## src/rtl/txfmt_pkg.sv

```systemverilog
`timescale 1ns/1ps
package txfmt_pkg;

   typedef enum logic [1:0] {
      PH_IDLE = 2'd0,
      PH_DATA = 2'd1,
      PH_NULL = 2'd2
   } tx_phase_e;

   function automatic int unsigned cnt_width(input int unsigned n);
      return (n <= 1) ? 1 : $clog2(n);
   endfunction

endpackage

```

## src/rtl/txfmt_word_builder.sv

```systemverilog
`timescale 1ns/1ps
module txfmt_word_builder #(
   parameter int unsigned WORD_W    = 32,
   parameter bit          PARITY_EN = 1'b1
) (
   input  logic              clk,
   input  logic              rst_n,
   input  logic [WORD_W-1:0] raw_word,
   input  logic              par_en,
   input  logic              par_even,
   output logic [WORD_W-1:0] word_out
);

   if (WORD_W < 2) begin : g_bad_width
      $error("txfmt_word_builder: WORD_W must be at least 2");
   end

   generate
      if (PARITY_EN) begin : g_parity
         logic [WORD_W-2:0] body;
         logic              gen_bit;

         assign body    = raw_word[WORD_W-2:0];
         // odd sense sets the bit when the body count is even
         assign gen_bit = (^body) ^ ~par_even;
         assign word_out = par_en ? {gen_bit, body} : raw_word;


         odd_total_chk: assert property (@(posedge clk) disable iff (!rst_n)
            (par_en && !par_even) |-> (^word_out == 1'b1));

         even_total_chk: assert property (@(posedge clk) disable iff (!rst_n)
            (par_en && par_even) |-> (^word_out == 1'b0));
      end else begin : g_plain
         logic unused_cfg;
         assign unused_cfg = par_en ^ par_even;
         assign word_out   = raw_word;
      end
   endgenerate


   body_kept_chk: assert property (@(posedge clk) disable iff (!rst_n)
      word_out[WORD_W-2:0] == raw_word[WORD_W-2:0]);

endmodule

```

## src/rtl/txfmt_bit_timer.sv

```systemverilog
`timescale 1ns/1ps
module txfmt_bit_timer
   import txfmt_pkg::*;
#(
   parameter int unsigned FAST_DIV = 10,
   parameter int unsigned SLOW_DIV = 80
) (
   input  logic clk,
   input  logic rst_n,
   input  logic restart,
   input  logic slow_sel,
   output logic tick
);

   localparam int unsigned CNT_W = cnt_width(SLOW_DIV);

   logic [CNT_W-1:0] cnt_q;
   logic [CNT_W-1:0] last_val;

   generate
      if (SLOW_DIV == FAST_DIV) begin : g_single
         logic unused_sel;
         assign unused_sel = slow_sel;
         assign last_val   = CNT_W'(FAST_DIV - 1);
      end else begin : g_dual
         logic slow_q;
         always_ff @(posedge clk or negedge rst_n) begin
            if (!rst_n)       slow_q <= 1'b0;
            else if (restart) slow_q <= slow_sel;
         end
         assign last_val = slow_q ? CNT_W'(SLOW_DIV - 1) : CNT_W'(FAST_DIV - 1);
      end
   endgenerate

   assign tick = (cnt_q == last_val);

   always_ff @(posedge clk or negedge rst_n) begin
      if (!rst_n)                cnt_q <= '0;
      else if (restart || tick)  cnt_q <= '0;
      else                       cnt_q <= cnt_q + 1'b1;
   end


   cnt_range_chk: assert property (@(posedge clk) disable iff (!rst_n)
      cnt_q <= CNT_W'(SLOW_DIV - 1));


   restart_clear_chk: assert property (@(posedge clk) disable iff (!rst_n)
      restart |=> (cnt_q == '0));

endmodule

```

## src/rtl/txfmt_serializer.sv

```systemverilog
`timescale 1ns/1ps
module txfmt_serializer
   import txfmt_pkg::*;
#(
   parameter int unsigned WORD_W   = 32,
   parameter int unsigned GAP_BITS = 4
) (
   input  logic              clk,
   input  logic              rst_n,
   input  logic              have_word,
   input  logic [WORD_W-1:0] word_in,
   input  logic              tick,
   output logic              fetch,
   output logic              drv_hi,
   output logic              drv_lo
);

   localparam int unsigned IDX_MAX = (WORD_W > GAP_BITS) ? WORD_W : GAP_BITS;
   localparam int unsigned IDX_W   = cnt_width(IDX_MAX);
   localparam logic [IDX_W-1:0] LAST_BIT = IDX_W'(WORD_W - 1);
   localparam logic [IDX_W-1:0] LAST_GAP = IDX_W'(GAP_BITS - 1);

   tx_phase_e         phase_q;
   logic [WORD_W-1:0] sh_q;
   logic [IDX_W-1:0]  idx_q;
   logic              in_data;

   assign fetch   = (phase_q == PH_IDLE) && have_word;
   assign in_data = (phase_q == PH_DATA);
   assign drv_hi  = in_data &  sh_q[0];
   assign drv_lo  = in_data & ~sh_q[0];

   always_ff @(posedge clk or negedge rst_n) begin
      if (!rst_n) begin
         phase_q <= PH_IDLE;
         sh_q    <= '0;
         idx_q   <= '0;
      end else begin
         case (phase_q)
            PH_IDLE: begin
               if (have_word) begin
                  sh_q    <= word_in;
                  idx_q   <= '0;
                  phase_q <= PH_DATA;
               end
            end
            PH_DATA: begin
               if (tick) begin
                  sh_q <= sh_q >> 1;
                  if (idx_q == LAST_BIT) begin
                     idx_q   <= '0;
                     phase_q <= PH_NULL;
                  end else begin
                     idx_q <= idx_q + 1'b1;
                  end
               end
            end
            PH_NULL: begin
               if (tick) begin
                  if (idx_q == LAST_GAP) phase_q <= PH_IDLE;
                  else                   idx_q   <= idx_q + 1'b1;
               end
            end
            default: phase_q <= PH_IDLE;
         endcase
      end
   end


   pair_legal_chk: assert property (@(posedge clk) disable iff (!rst_n)
      !(drv_hi && drv_lo));

   fetch_once_chk: assert property (@(posedge clk) disable iff (!rst_n)
      fetch |=> !fetch);

   data_follows_chk: assert property (@(posedge clk) disable iff (!rst_n)
      fetch |=> (drv_hi || drv_lo));

endmodule

```

## src/rtl/txfmt_line_route.sv

```systemverilog
`timescale 1ns/1ps
module txfmt_line_route (
   input  logic loop_sel,
   input  logic drv_hi,
   input  logic drv_lo,
   input  logic ext_hi,
   input  logic ext_lo,
   output logic line_hi,
   output logic line_lo,
   output logic rx_hi,
   output logic rx_lo
);

   always_comb begin
      if (loop_sel) begin
         line_hi = 1'b0;
         line_lo = 1'b0;
         rx_hi   = drv_hi;
         rx_lo   = drv_lo;
      end else begin
         line_hi = drv_hi;
         line_lo = drv_lo;
         rx_hi   = ext_hi;
         rx_lo   = ext_lo;
      end
   end

endmodule

```

## src/rtl/tx_word_serializer.sv

```systemverilog
`timescale 1ns/1ps
module tx_word_serializer #(
   parameter int unsigned WORD_W     = 32,
   parameter int unsigned FAST_DIV   = 10,
   parameter int unsigned SLOW_DIV   = 80,
   parameter int unsigned GAP_BITS   = 4,
   parameter int unsigned FIFO_DEPTH = 32,
   parameter int unsigned HALF_MARK  = 16,
   parameter bit          PARITY_EN  = 1'b1,
   parameter int unsigned LVL_W      = $clog2(FIFO_DEPTH + 1)
) (
   input  logic              clk,
   input  logic              rst_n,
   input  logic [LVL_W-1:0]  fifo_level,
   input  logic [WORD_W-1:0] fifo_data,
   output logic              fifo_rd,
   input  logic              cfg_par_en,
   input  logic              cfg_par_even,
   input  logic              cfg_slow,
   input  logic              cfg_loop,
   input  logic              ext_rx_hi,
   input  logic              ext_rx_lo,
   output logic              line_hi,
   output logic              line_lo,
   output logic              rx_hi,
   output logic              rx_lo,
   output logic              st_empty,
   output logic              st_half,
   output logic              st_full
);

   if (FAST_DIV < 2) begin : g_bad_fast
      $error("tx_word_serializer: FAST_DIV must be at least 2");
   end
   if (SLOW_DIV < FAST_DIV) begin : g_bad_slow
      $error("tx_word_serializer: SLOW_DIV must not be below FAST_DIV");
   end
   if (GAP_BITS < 1) begin : g_bad_gap
      $error("tx_word_serializer: GAP_BITS must be at least 1");
   end
   if (HALF_MARK > FIFO_DEPTH || FIFO_DEPTH < 1) begin : g_bad_depth
      $error("tx_word_serializer: HALF_MARK must lie within FIFO_DEPTH");
   end
   if (LVL_W < $clog2(FIFO_DEPTH + 1)) begin : g_bad_lvl
      $error("tx_word_serializer: LVL_W too narrow for FIFO_DEPTH");
   end

   logic [WORD_W-1:0] built_word;
   logic              have_word;
   logic              bit_tick;
   logic              drv_hi;
   logic              drv_lo;

   assign have_word = (fifo_level != '0);

   txfmt_word_builder #(
      .WORD_W    (WORD_W),
      .PARITY_EN (PARITY_EN)
   ) u_builder (
      .clk      (clk),
      .rst_n    (rst_n),
      .raw_word (fifo_data),
      .par_en   (cfg_par_en),
      .par_even (cfg_par_even),
      .word_out (built_word)
   );

   txfmt_bit_timer #(
      .FAST_DIV (FAST_DIV),
      .SLOW_DIV (SLOW_DIV)
   ) u_timer (
      .clk      (clk),
      .rst_n    (rst_n),
      .restart  (fifo_rd),
      .slow_sel (cfg_slow),
      .tick     (bit_tick)
   );

   txfmt_serializer #(
      .WORD_W   (WORD_W),
      .GAP_BITS (GAP_BITS)
   ) u_ser (
      .clk       (clk),
      .rst_n     (rst_n),
      .have_word (have_word),
      .word_in   (built_word),
      .tick      (bit_tick),
      .fetch     (fifo_rd),
      .drv_hi    (drv_hi),
      .drv_lo    (drv_lo)
   );

   txfmt_line_route u_route (
      .loop_sel (cfg_loop),
      .drv_hi   (drv_hi),
      .drv_lo   (drv_lo),
      .ext_hi   (ext_rx_hi),
      .ext_lo   (ext_rx_lo),
      .line_hi  (line_hi),
      .line_lo  (line_lo),
      .rx_hi    (rx_hi),
      .rx_lo    (rx_lo)
   );

   assign st_empty = (fifo_level == '0);
   assign st_full  = (fifo_level == LVL_W'(FIFO_DEPTH));
   assign st_half  = (fifo_level >= LVL_W'(HALF_MARK));


   rd_guard_chk: assert property (@(posedge clk) disable iff (!rst_n)
      (fifo_level == '0) |-> !fifo_rd);

   loop_quiet_chk: assert property (@(posedge clk) disable iff (!rst_n)
      cfg_loop |-> (!line_hi && !line_lo));

   full_half_chk: assert property (@(posedge clk) disable iff (!rst_n)
      st_full |-> (st_half && !st_empty));

endmodule

```

## config.mk

```make
export PLATFORM = sky130hd
export DESIGN_NAME = tx_word_serializer
export DESIGN_NICKNAME = d
export VERILOG_FILES = /design/src/rtl/txfmt_pkg.sv /design/src/rtl/txfmt_word_builder.sv /design/src/rtl/txfmt_bit_timer.sv /design/src/rtl/txfmt_serializer.sv /design/src/rtl/txfmt_line_route.sv /design/src/rtl/tx_word_serializer.sv
export SDC_FILE = /design/constraint.sdc
export NUM_CORES = 1
export LEC_CHECK = 0
export BUFFER_PORTS_ARGS = -buffer_cell sky130_fd_sc_hd__buf_4
export CORE_MARGIN = 8
export CORE_UTILIZATION = 56
export DETAILED_ROUTE_END_ITERATION = 10
export PLACE_DENSITY = 0.8
export SYNTH_ARGS = -nofsm -noshare
export SYNTH_HDL_FRONTEND = slang
export SYNTH_SLANG_ARGS = --single-unit
```

## constraint.sdc

```tcl
create_clock -name clk -period 2.74 [get_ports clk]
set_clock_uncertainty 0.1 [all_clocks]
set_input_delay 0.411 -clock clk [delete_from_list [all_inputs] [get_ports clk]]
set_output_delay 0.411 -clock clk [all_outputs]
set_load 0.005 [all_outputs]
```

==> flow_metrics.tcl <==
set metrics [dict create \
    cp_slowest_cell "or4_4" \
    detailed_place_hpwl_um 4390 \
    syn-mean-instance-area_sq_um 10.9 \
    hp-class "input pin to async pin" \
    die-width_um 88.3 \
    grtUsageTotal_pct 15.4 \
    grt_pass1_vias 2147 \
    grt_overflow 0 \
    diodes 0 \
    vias_per_cell 5.21 \
    pwr-share-comb_pct 54.9 \
    status "finished, violations left" \
    clock_sinks 47 \
    grt_antenna_before_repair 0 \
    initial_core_util_pct 57.7 \
    fillers 447 \
    slew_violations 0 \
    vias 2047 \
    sw_frac_of_total_pct 42.8 \
    postLayoutSetupSlackWorst_ns 0.376 \
    r2r_start "u_timer.cnt_q[2]" \
    final_common_cell "buf_4" \
    fp.dieH_um 88.3 \
    clockRootBuffer "clkbuf_8" \
    grt_max_degree 48 \
    p_switching_uw 1550 \
    power_uw 3610 \
    io_buffer_count 53 \
    netlist_instances 270 \
    clock_latency_ns 0.30 \
    fmax_mhz 423 \
    cts_buffer_depth 2 \
    drive_above_1_share_pct 39.9 \
    post_cts_buffers 0 \
    reg2regPathDepth 6 \
    yosysSeqAreaShare_pct 40.1 \
    end_kind "output port" \
    syn-cell-area_sq_mm 0.00293 \
    setup_viol 0 \
    whs_ns -0.00695 \
    setup_tns_ns 0 \
    placementRows 26 \
    num_io_pins 54 \
    synth_fp_nets 324 \
    period_share_pct 86.3 \
    ys_ff_latch 47 \
    ys_warn_count 0 \
    period_minus_slack_ns 2.36 \
    path_clk_slew_ns 0.09 \
    p_int_uw 2070 \
    regArea_sq_mm 0.00118 \
    power.density_mw_per_mm2 1060 \
    wl_per_cell_um 14.4 \
    leakage_uw 0.00155 \
    critPathMaxFanout 5 \
    tightestPinTransition_ns 0.592 \
    grt_setup_unrepaired "no" \
    crit_chain "buf_4, or4_4, or3_4, nand2_1, inv_1, buf_4" \
    fp.coreArea_sq_mm 0.00507 \
    placed_area_sq_mm 0.00332 \
    fin_area_sq_mm 0.00340 \
    syn_to_final_growth_pct 16.1 \
    startpoint "fifo_level[1]" \
    multi_input_area_sq_mm 0.00158 \
    crit_top_cell "buf_4" \
    ant_nets 0 \
    drt_first_pass_iters 4 \
    power_frac_clock_pct 11.8 \
    critPathKind "input pin to output port" \
    ir_worst_vdd_v 0.000556 \
    max_stage_delay_ns 0.53 \
    grt_first_pass_wirelength_um 9520 \
    wirelength_um 5640 \
    ctsResizeCount 0 \
    die_area_sq_mm 0.00780 \
    fin_nets 377 \
    route.detailed.drc 0 \
    h-tree-depth 2 \
    drt_iter0_drc 93 \
    cp-start-kind "input pin" \
    cts_tree "done" \
    violations "negative hold slack" \
    place_worst_setup_slack_ns 0.317 \
    slew_headroom_pct 60.5 \
    gp_congestion 0.741 \
    seq_power_share_pct 33.3 \
    synth_cell_types 39 \
    worstPathRequired_ns 2.23 \
    max-cap-violations 0 \
    arrival_ns 1.85 \
    postCtsHoldBufs 0 \
    cts_inserted_buffers 5 \
    mostFrequentLayoutCells "56 x buf_4, 47 x dfrtp_1, 31 x mux2i_1, 31 x o21ai_2, 30 x xnor2_1" \
    hold_violations 3 \
]
## path summary, 6_finish.rpt
path | endpoint | slack [ns]
max | fifo_rd | 0.38
min | u_ser.idx_q[0] | -0.007
max reg2reg | u_ser.idx_q[3] | 0.62
min reg2reg | u_ser.sh_q[20] | 0.38
max in group asynchronous | u_ser.sh_q[30] | 2.13
min in group clk | u_timer.g_dual.slow_q | 0.21
## layout make-up
cell class                 count  share of cell area [%]
clock buffer                   6                    2.43
clock inverter                 1                   0.147
inverter                       8                   0.919
multi-input combinational    204                    46.4
sequential                    47                    34.6
tap                           70                    2.57
timing repair buffer          57                    12.9
## power by group through the flow
stage                     combinational [uW]  clock [uW]  sequential [uW]
after CTS                               2020         438             1200
after global routing                    2190         471             1240
after global placement                  1940           0             1200
after detailed placement                2010           0             1220
final                                   1980         426             1200
after floorplan                         1870           0             1170
## Yosys cell counts
cell | number | area share, %
dfrtp_1 | 47 | 40
mux2i_1 | 31 | 11
o21ai_2 | 31 | 9.3
xnor2_1 | 30 | 9.0
nand2_2 | 23 | 4.9
nand2_1 | 18 | 2.3
nor2_1 | 10 | 1.3
o21ai_0 | 10 | 1.7
ha_1 | 8 | 3.4
inv_1 | 7 | 0.90
nand3_1 | 7 | 1.2
xor2_1 | 6 | 1.8
and3_1 | 3 | 0.64
buf_12 | 3 | 2.0
buf_8 | 3 | 1.5
a21oi_1 | 2 | 0.34
clkbuf_1 | 2 | 0.26
clkbuf_8 | 2 | 0.94
mux2_2 | 2 | 0.77
nand2_4 | 2 | 0.77
nor2b_1 | 2 | 0.43
nor3b_1 | 2 | 0.51
o31ai_1 | 2 | 0.51
or2_2 | 2 | 0.43
a32oi_1 | 1 | 0.30
and3b_1 | 1 | 0.30
and4_1 | 1 | 0.30
buf_2 | 1 | 0.17
clkinv_2 | 1 | 0.17
nand2b_1 | 1 | 0.21
nand3b_1 | 1 | 0.26
nor3_1 | 1 | 0.17
nor4_1 | 1 | 0.21
o2111ai_1 | 1 | 0.30
o211ai_1 | 1 | 0.26
o211ai_4 | 1 | 0.73
or3_1 | 1 | 0.21
or3_4 | 1 | 0.38
or4_4 | 1 | 0.38
## routing by layer
layer | routed length (um) | part of all wire (%) | track usage (%)
met1 | 2510 | 44 | 18.2
met2 | 2880 | 51 | 26.7
met3 | 235 | 4.2 | 4.18
met4 | 19 | 0.34 | 4.61
met5 | 0 | 0 | 0
## critical path: cells and delay by family
family	cells	cell delay, ns
simple gates	3	1.06
buf+inv	3	0.38
## through the flow
stage | utilization, % | instances
6_report | 67.1 | 393
5_1_grt | 67.1 | 393
4_1_cts | 67.1 | 393
3_5_place_dp | 65.3 | 386
3_3_place_gp | 65.3 | 386
2_1_floorplan | - | 270
## flip-flops by register name (all words and copies together), names as in the netlist
register,flops
u_ser.idx_q,5
u_timer.g_dual.slow_q,1
u_timer.cnt_q,7
u_ser.phase_q,2
u_ser.sh_q,32
## logic make-up (layout without fill, tap and decap cells)
logic type / count (synthesis) / in the layout / share of synthesized area (%)
compound gates: 49 / 49 / 13.4
xor+xnor: 36 / 36 / 10.8
fa+ha+maj: 8 / 8 / 3.42
flops: 47 / 47 / 40.1
mux: 33 / 33 / 11.4
buf+inv: 19 / 72 / 6.02
simple gates: 78 / 78 / 14.9
(Power assumes the default switching activity.)
